--- config.mk ---
export PLATFORM = sky130hd
export DESIGN_NAME = sio_xchg
export DESIGN_NICKNAME = d
export VERILOG_FILES = /design/src/rtl/sio_xchg.sv
export SDC_FILE = /design/constraint.sdc
export NUM_CORES = 1
export LEC_CHECK = 0
export BUFFER_PORTS_ARGS = -buffer_cell sky130_fd_sc_hd__buf_2
export CAP_MARGIN = 20
export CORE_AREA = 2 2 39 41
export DETAILED_ROUTE_END_ITERATION = 8
export DIE_AREA = 0 0 41 43
export GPL_TIMING_DRIVEN = 0
export PLACE_DENSITY_LB_ADDON = 0.08
export REMOVE_ABC_BUFFERS = 1
export SYNTH_ARGS = -nofsm -noshare
export SYNTH_HDL_FRONTEND = slang
export SYNTH_SLANG_ARGS = --single-unit
--- constraint.sdc ---
create_clock -name clk -period 1.71 [get_ports clk]
set_input_delay 0.171 -clock clk [delete_from_list [all_inputs] [get_ports clk]]
set_output_delay 0.171 -clock clk [all_outputs]
set_load 0.01 [all_outputs]
--- src/rtl/sio_xchg.sv ---
module sio_xchg #(
  parameter int W = 4
) (
  input  logic         clk,
  input  logic         rst,
  input  logic         tick,
  input  logic         cnt_mode,
  input  logic         xchg,
  input  logic [W-1:0] acc_in,
  input  logic         sclk_en,
  input  logic         si,
  output logic [W-1:0] acc_out,
  output logic         so,
  output logic         sk
);
  logic [W-1:0] sreg;
  logic [2:0]   sync;
  logic         sk_q, sk_ctl;
  logic         step, rise;

  assign step = tick & ~cnt_mode;
  assign rise = cnt_mode & sync[1] & ~sync[2];

  always_ff @(posedge clk) begin
    if (rst) sync <= '0;
    else     sync <= {sync[1:0], si};
  end

  always_ff @(posedge clk) begin
    if (rst)       sreg <= '0;
    else if (xchg) sreg <= acc_in;
    else if (step) sreg <= {sreg[W-2:0], si};
    else if (rise) sreg <= sreg + 1'b1;
  end

  always_ff @(posedge clk) begin
    if (rst) begin
      sk_q   <= 1'b0;
      sk_ctl <= 1'b0;
    end else if (xchg) begin
      sk_q   <= sclk_en;
      sk_ctl <= sclk_en;
    end else if (step && sk_ctl) begin
      sk_q   <= ~sk_q;
    end
  end

  assign acc_out = sreg;
  assign so      = ~cnt_mode & sreg[W-1];
  assign sk      = sk_q;
endmodule


==> results of run 1 <==
[worst max-delay path, stage by stage, from the launching register on]
cell     delay (ps)
dfxtp_1         360
ha_1            220
xor2_1          140
mux2i_1         130
o21ai_1          70
o21a_1          170
[area by class of cell]
type                    instances  area, sq um
inverters                       5         18.8
repair buffers                 16         80.1
clock buffers                   4         26.3
multi-input cells              35          245
fillers                       152          813
flip-flops and latches          9          180
well taps                      16         20.0
[metal layers]
layer  vias up  GRT usage (%)  share of wire [%]
met4         0           4.00                  0
met1       189           13.7                 45
li1        217              -                  -
met2        15           17.8                 47
met5         -              0                  0
met3         0           9.42                8.7
[registers in the layout, indices dropped and copies added (netlist names)]
signal	flops
sk_ctl	1
acc_out	4
sk	1
sync	3
[synth_stat cells]
cell,n
buf_2,1
o21ai_1,1
nand4b_1,1
o21ai_2,1
nand3_1,1
xnor2_1,1
a221oi_1,1
nand3b_1,1
nor3_1,1
mux2i_1,1
nand2_1,5
xor2_1,1
ha_1,1
a21oi_1,6
nor3_4,1
a32oi_1,1
inv_1,5
o21a_1,1
and3b_1,1
a31oi_1,2
dfxtp_1,9
clkbuf_1,1
nor2b_1,5
a221oi_2,1
a21o_1,1
buf_6,1
[cells by family (layout without fill, tap and decap cells)]
kind of cell | Yosys count | in the layout | synth area share (%)
multiplexers | 1 | 1 | 2.16
buffers and inverters | 8 | 25 | 8.35
flip-flops | 9 | 9 | 38.8
XOR/XNOR | 2 | 2 | 3.77
adder cells (fa/ha/maj) | 1 | 1 | 2.69
AO/OA/AOI/OAI | 15 | 15 | 22.4
AND/OR/NAND/NOR | 16 | 16 | 21.8
[placed cells by master, fill, tap and decap left out, drive strengths merged, types with 2 or more instances in the layout]
cell type and count:
a21oi 6, a221oi 2, a31oi 2, buf 16
clkbuf 4, dfxtp 9, inv 5, nand2 5
nor2b 5, nor3 2, o21ai 2
[power breakdown]
| group | total [mW] | leakage, nW | switching, mW | internal (mW) |
|---|---|---|---|---|
| Combinational | 0.0804 | 0.173 | 0.0420 | 0.0384 |
| Sequential | 0.235 | 0.0743 | 0.0129 | 0.222 |
| Clock | 0.164 | 0.0150 | 0.0745 | 0.0899 |
| Total | 0.480 | 0.262 | 0.129 | 0.351 |
[final timing paths]
check	slack, ps	cells past startpoint	end
setup / recovery	510	5	acc_out[2]
hold reg to reg	460	1	sync[1]
hold / removal	160	2	sync[0]
setup reg to reg	510	5	acc_out[2]
[metrics by stage]
step	std cells	power, mW	util (%)	setup WS (ps)
after CTS	85	0.490	41.2	499
after detailed placement	81	0.321	39.3	251
after global placement	81	0.321	39.3	234
final	85	0.480	41.2	511
after floorplan	49	0.284	-	511
after global routing	85	0.513	41.2	429
==> out/metrics.cfg, run 1 <==
[placed_design]
dpl-instance-area_sq_um=544
place_congestion=0.613
dp_hpwl_um=703
port-buffer-count=16

[status]
status=completed

[cts]
quantity_of_gates_resized_following_cts=0
number_of_buffers_inserted_to_repair_setup_after_cts=0
cts_inserted_buffers=3
cts_hold_buf=0
cts_htree_levels=1
clock_sink_count=9
reg_clk_slew_reported_paths_ps=60
cts.path.max_buffers=2
tritoncts=done
worstSkewPairLatency_ps=260
cts-root-buf=clkbuf_4

[setup_path]
critPathLaunch=acc_out[0]
critPathCaptureType=register
crit_arrival_ps=1360
worstSetupStartpointType=register
crit_path_max_fanout=6
critPathRequiredTime_ps=1870
worst-setup-path-type=reg -> reg
crit-reg2reg-launch=acc_out[0]

[power]
static-leakage-power_nw=0.262
max-vdd-ir-drop_mv=0.386
powerDensity_nw_per_um2=842

[grt]
grt.overflow.total=0
largest_net_degree_at_the_start_of_global_routing=11
groute.usage.overall_pct=12.4
grt_antenna_before_repair=0
global_route_wire_length_before_repair_um=1390
first_global_vias=361

[floorplan]
fp-row-count=14
design.core.area_sq_um=1380
top_level_ports=17
initial_utilization_pct=33.5
die_w_um=41
die_area_sq_um=1760
floorplan.die.height_um=43

[yosys]
yosysTopAreaCellShare_pct=38.8
syn_area_per_cell_sq_um=8.93
netlist_instances=52
syn-cell-area_sq_um=464
synthDistinctLibCells=26
synth_area_leader_cell=dfxtp_1
synth_seq_area_share_pct=38.8
synth.top_cells.by_area=dfxtp_1 39%, nor2b_1 6.7%, a21oi_1 6.5%
synth-warning-count=0
synth-seq-cells=9

[sta]
final-max-slew-violation-count=0
final_min_period_over_clock_period_pct=70.1
grt_setup_unrepaired=false
fmax_mhz=834
final.setup.tns_ps=0
whs_ps=162
setup-violations-final=0
slew_at_the_pin_closest_to_its_max_slew_limit_ps=615
finalHoldViolations=0
max-slew-margin-rel_pct=58.9
final_critical_path_time_including_i_o_delays_and_setup_ps=1200
finalClockSkew_ps=5.32

[cells_and_area]
post_layout_nets=82
layout.cell_area.non_filler_sq_um=571
layout-drive-gt1-share_pct=31.9
syn_to_layout_area_delta_pct=22.9
antenna_cells=0

[drt]
number_of_drc_violations_after_detailed_routing_iteration_0=4
average_routed_wire_per_standard_cell_um=11.4
number_of_optimization_iterations_in_the_first_detailed_route_pass=4
route.vias.total=421
detail_route.wirelength_um=968
number_of_antenna_violating_nets_in_the_routed_design=0
vias_per_cell=4.95
remaining_drc_errors=0

[job]
max_cap_viol_count=0

[worst_hold_path]
timing.hold.worst.start=si
worstHoldPathType=in -> reg

(Power assumes the default switching activity.)
==> run 2: changes to the inputs <==
--- a/config.mk
+++ b/config.mk
@@ -5,6 +5,7 @@
 export SDC_FILE = /design/constraint.sdc
 export NUM_CORES = 1
 export LEC_CHECK = 0
+export ABC_AREA = 1
 export BUFFER_PORTS_ARGS = -buffer_cell sky130_fd_sc_hd__buf_2
 export CAP_MARGIN = 20
 export CORE_AREA = 2 2 39 41
==> constraint.sdc (replaced) <==
create_clock -name clk -period 1 [get_ports clk]
set_input_delay 0.1 -clock clk [delete_from_list [all_inputs] [get_ports clk]]
set_output_delay 0.1 -clock clk [all_outputs]
set_load 0.01 [all_outputs]
==> run 2 against run 1 <==
Cell count increased by 33%. Clock power rose by 82%. Sequential share of layout area decreased by 4.1 points. Area after synthesis rose by 3.8%. Critical path type is now reg -> out. Largest power group unchanged.
==> out/metrics.cfg, run 2 <==
[drt]
route.vias.total=539
number_of_drc_violations_after_detailed_routing_iteration_0=9
number_of_optimization_iterations_in_the_first_detailed_route_pass=4
remaining_drc_errors=0
average_routed_wire_per_standard_cell_um=10.1
met1_length_um=481
number_of_antenna_violating_nets_in_the_routed_design=0
amount_of_wire_on_met3_after_detailed_routing_um=45
top_layer=met4
met2WireLength_um=568
detail_route.wirelength_um=1140
vias_per_cell=4.77

[setup_path]
crit_arrival_ps=890
crit_path_max_fanout=3
worstSetupStartpointType=register
critPathCaptureType=output pin
critPathRequiredTime_ps=900
worst-setup-path-type=reg -> out

[sta]
fmax_mhz=1010
grt_setup_unrepaired=true
final_min_period_over_clock_period_pct=99.2
finalHoldViolations=0
slew_at_the_pin_closest_to_its_max_slew_limit_ps=173
final.setup.tns_ps=0
setup-violations-final=0
worst_slack_setup_final_ps=8.49
max-slew-margin-rel_pct=88.5
whs_ps=50.0
final_critical_path_time_including_i_o_delays_and_setup_ps=992
finalClockSkew_ps=7.84
final-max-slew-violation-count=0

[cts]
worstSkewPairLatency_ps=270
reg_clk_slew_reported_paths_ps=70
clock_sink_count=9
tritoncts=done
cts.path.max_buffers=2
cts_htree_levels=1
cts-root-buf=clkbuf_4
cts_inserted_buffers=3

[yosys]
synth_seq_area_share_pct=37.4
syn-cell-area_sq_um=482
async_flop_share_pct=0
post-synth-top-count-cell=nand2_1
synth_top_flop_cell=dfxtp_1
synth_area_leader_cell=dfxtp_1
syn_area_per_cell_sq_um=6.60
yosysTopAreaCellShare_pct=37.4
synthTopCellsByCount=18 x nand2_1, 10 x a21oi_1, 10 x inv_1, 9 x dfxtp_1, 8 x nor2_1
synth-seq-cells=9
synth.top_cells.by_area=dfxtp_1 37%, nand2_1 14%, a21oi_1 10%
netlist_instances=73
synth-warning-count=0
synth_edf_count=0
synthDistinctLibCells=14

[grt]
grt.overflow.total=0
largest_net_degree_at_the_start_of_global_routing=9
grt_antenna_before_repair=0
groute.usage.overall_pct=16.7
first_global_vias=500
global_route_wire_length_before_repair_um=1950

[cells_and_area]
largest_register_ff_count=4
final_common_cell=nand2_1
antenna_cells=0
most-common-layout-cells=16 x nand2_1, 14 x buf_2, 10 x a21oi_1
layoutNonFillerInstCount=113
post_layout_nets=110
layout-drive-gt1-share_pct=41.2
layout.cell_area.non_filler_sq_um=687
fill_cells=161
syn_to_layout_area_delta_pct=42.6

[power]
static-leakage-power_nw=0.343
comb_power_share_pct=23.6
switching_power_uw=280
power_frac_clock_pct=32.2
internal_power_uw=645
seq_power_share_pct=44.2
powerDensity_nw_per_um2=1350
max-vdd-ir-drop_mv=0.693
power.share.switching_pct=30.3

[floorplan]
die_w_um=41
die_area_sq_um=1760
initial_utilization_pct=34.8
floorplan.die.height_um=43
fp-row-count=14
top_level_ports=17
design.core.area_sq_um=1380

[worst_hold_path]
worstHoldPathType=in -> reg

[placed_design]
port-buffer-count=16
place_congestion=0.750
dpl-instance-area_sq_um=582
dp_hpwl_um=785
dp.cells=105
place_worst_setup_slack_ps=-110

[job]
max_cap_viol_count=0

[status]
status=completed

-- run 2: changes by cell type in the layout (fill, tap and decap cells not counted), sizes merged, moves of 5 or more --
| cell | previous run | this run |
|---|---|---|
| nand2 | 5 | 19 |
| nor2 | 0 | 10 |
| inv | 5 | 14 |
| nor2b | 5 | 0 |
-- run 2: cell type report --
type	count	area (sq um)	area share, %
multi-input cells	50	267	38.8
flip-flops and latches	9	189	27.5
repair buffers	20	130	18.9
inverters	14	55.1	8.01
clock buffers	4	26.3	3.83
well taps	16	20.0	2.91
-- run 2: metrics by stage --
stage,utilization [%],power [mW]
finish,49.6,0.925
global route,49.6,0.981
CTS,48.3,0.919
detailed placement,42.0,0.585
global placement,42.0,0.583
floorplan,-,0.519
-- run 2: worst paths after layout --
check | from | endpoint | slack [ps] | depth (start not counted)
max | acc_out[0] | acc_out[0] | 8 | 2
min | si | sync[0] | 50 | 3
max reg2reg | acc_out[0] | acc_out[3] | 8 | 8
min reg2reg | sync[0] | sync[1] | 410 | 2
-- run 2: cell families after synthesis --
family | after synthesis | synth area share [%]
adders and majority gates | 1 | 2.60
AOI/OAI and AO/OA | 15 | 15.6
DFF | 9 | 37.4
buffers and inverters | 14 | 11.4
and+or+nand+nor | 34 | 33.0
-- run 2: timing repair --
action | CTS | global route
setup buffers | 4 | 0
pin swaps | 5 | 9
resized for setup | 9 | 7
setup endpoints to repair | 2 | 7
hold buffers | 0 | 0
-- run 2: power groups by stage --
stage / Combinational (mW) / Sequential (mW) / Clock [mW]
floorplan: 0.0998 / 0.419 / 0
global placement: 0.169 / 0.414 / 0
detailed placement: 0.170 / 0.415 / 0
CTS: 0.208 / 0.407 / 0.304
global route: 0.248 / 0.413 / 0.320
finish: 0.218 / 0.409 / 0.298
-- run 2: worst max-delay path: stages (launching register included) --
cell and delay [ps]:
dfxtp_4 360, buf_4 140, buf_6 110
-- run 2: per-layer routing --
metal  track usage, %  up-vias
met1             18.4      244
met4             14.0        0
met3             3.66        5
met2             25.3       14
met5                0        -
li1                 -      276
==> run 3: changes to the inputs <==
--- a/config.mk
+++ b/config.mk
@@ -12,7 +12,7 @@
 export DETAILED_ROUTE_END_ITERATION = 8
 export DIE_AREA = 0 0 41 43
 export GPL_TIMING_DRIVEN = 0
-export PLACE_DENSITY_LB_ADDON = 0.08
+export PLACE_DENSITY = 0.65
 export REMOVE_ABC_BUFFERS = 1
 export SYNTH_ARGS = -nofsm -noshare
 export SYNTH_HDL_FRONTEND = slang
==> run 3 against run 2 <==
Global-route usage down 3.0 points. Cell count fell by 0.88%. Worst setup slack improved by 10 ps. Largest cell class unchanged. Utilization is 0.54 points lower. Critical path type is now reg -> reg. Clock skew shrank 7.6 ps. Via count decreased by 3.3%. Die area stayed put. Sequential power about the same. Maximum frequency grew 1.0%. Clock power is 9.7% lower. Critical path depth increased by 6. Largest power group unchanged.
==> out/metrics.cfg, run 3 (synthesized netlist as in run 2, its figures left out) <==
[power]
max-vdd-ir-drop_mv=0.558
total_power_draw_uw=884
static-leakage-power_nw=0.339
powerDensity_nw_per_um2=1300

[drt]
detail_route.wirelength_um=1050
number_of_drc_violations_after_detailed_routing_iteration_0=8
remaining_drc_errors=0
number_of_optimization_iterations_in_the_first_detailed_route_pass=4
number_of_antenna_violating_nets_in_the_routed_design=0
average_routed_wire_per_standard_cell_um=9.35
route.vias.total=521
vias_per_cell=4.65

[floorplan]
die_w_um=41
initial_utilization_pct=34.8
floorplan.die.height_um=43
fp-row-count=14
top_level_ports=17
die_area_sq_um=1760
design.core.area_sq_um=1380

[cells_and_area]
fill_cells=157
final_common_cell=buf_2
area.sequential_sq_um=188
layout-drive-gt1-share_pct=41.7
syn_to_layout_area_delta_pct=41.0
most-common-layout-cells=16 x buf_2, 15 x nand2_1, 10 x inv_1
largest_register_ff_count=4
post_layout_nets=109
antenna_cells=0
layout.cell_area.non_filler_sq_um=679
multiInputGateArea_sq_um=284

[setup_path]
crit_path_max_fanout=3
crit-reg2reg-launch=acc_out[0]
critPathRequiredTime_ps=1190
worstRegToRegCells=8
worstSetupStartpointType=register
worst-setup-path-type=reg -> reg
crit_arrival_ps=1170
critPathLaunch=acc_out[0]
critPathCaptureType=register

[grt]
first_global_vias=424
groute.usage.overall_pct=13.7
grt_antenna_before_repair=0
largest_net_degree_at_the_start_of_global_routing=9
grt.overflow.total=0
global_route_wire_length_before_repair_um=1570

[sta]
slew_at_the_pin_closest_to_its_max_slew_limit_ps=213
final_critical_path_time_including_i_o_delays_and_setup_ps=982
finalHoldViolations=0
fmax_mhz=1020
whs_ps=66.0
final-max-slew-violation-count=0
max-slew-margin-rel_pct=85.6
final_min_period_over_clock_period_pct=98.2
finalClockSkew_ps=0.238
setup-violations-final=0
grt_setup_unrepaired=true

[status]
status=completed

[worst_hold_path]
timing.hold.worst.start=si
worstHoldPathType=in -> reg
count_of_cells_along_the_worst_hold_path=3

[cts]
cts_htree_levels=1
cts_inserted_buffers=3
cts.path.max_buffers=2
cts_hold_buf=0
reg_clk_slew_reported_paths_ps=60
cts-root-buf=clkbuf_4
worstSkewPairLatency_ps=250
clock_sink_count=9
tritoncts=done

[placed_design]
place_congestion=0.691
dp_hpwl_um=754
port-buffer-count=16
dpl-instance-area_sq_um=582

[job]
max_cap_viol_count=0

==> run 3: changes by cell type in the layout (fill, tap and decap cells not counted), sizes merged <==
cell / delta
buf: -1
==> run 3: cell type report <==
cell class,count,area share (%)
multi-input cells,50,41.8
flip-flops and latches,9,27.6
repair buffers,19,15.7
inverters,14,8.10
clock buffers,4,3.87
well taps,16,2.95
==> run 3: power breakdown <==
group	switching, mW	total [mW]	internal, mW	leakage (nW)
clock network	0.116	0.269	0.153	0.0150
registers	0.0238	0.408	0.384	0.0757
logic	0.112	0.207	0.0942	0.248
total	0.252	0.884	0.632	0.339
==> run 3: stage by stage <==
stage	util, %	TNS, ps	instances	setup slack (ps)
CTS	46.1	0	112	1.09
finish	49.1	0	112	18.5
detailed placement	42.0	-77.0	105	-77.0
global route	49.1	-144	112	-54.6
global placement	42.0	-83.9	105	-75.7
floorplan	-	-49.1	73	-49.1
==> run 3: path summary, 6_finish.rpt <==
kind | endpoint | slack, ps
setup / recovery | acc_out[3] | 20
hold / removal | sync[0] | 70
setup reg to reg | acc_out[3] | 20
hold reg to reg | sync[1] | 410
==> run 3: worst max-delay path: stages (launching register included) <==
cell     delay, ps
dfxtp_4        360
buf_6          110
nand2_2         60
nand2_2         50
nand2_1         60
nand2_1         50
nand3_1         60
nand2_1         50
a21oi_1        120
==> run 3: timing repair <==
item,in CTS,in global routing
pin swaps,1,5
setup buffers,3,0
gates resized for setup,4,10
cloned,0,0
endpoints found under the setup margin,2,4
==> run 3: layer usage <==
metal,track usage [%],vias to the layer above,wire length (um)
li1,-,274,-
met1,15.4,234,449
met2,20.3,11,539
met3,3.14,2,41
met4,12.0,0,17
met5,0,-,0
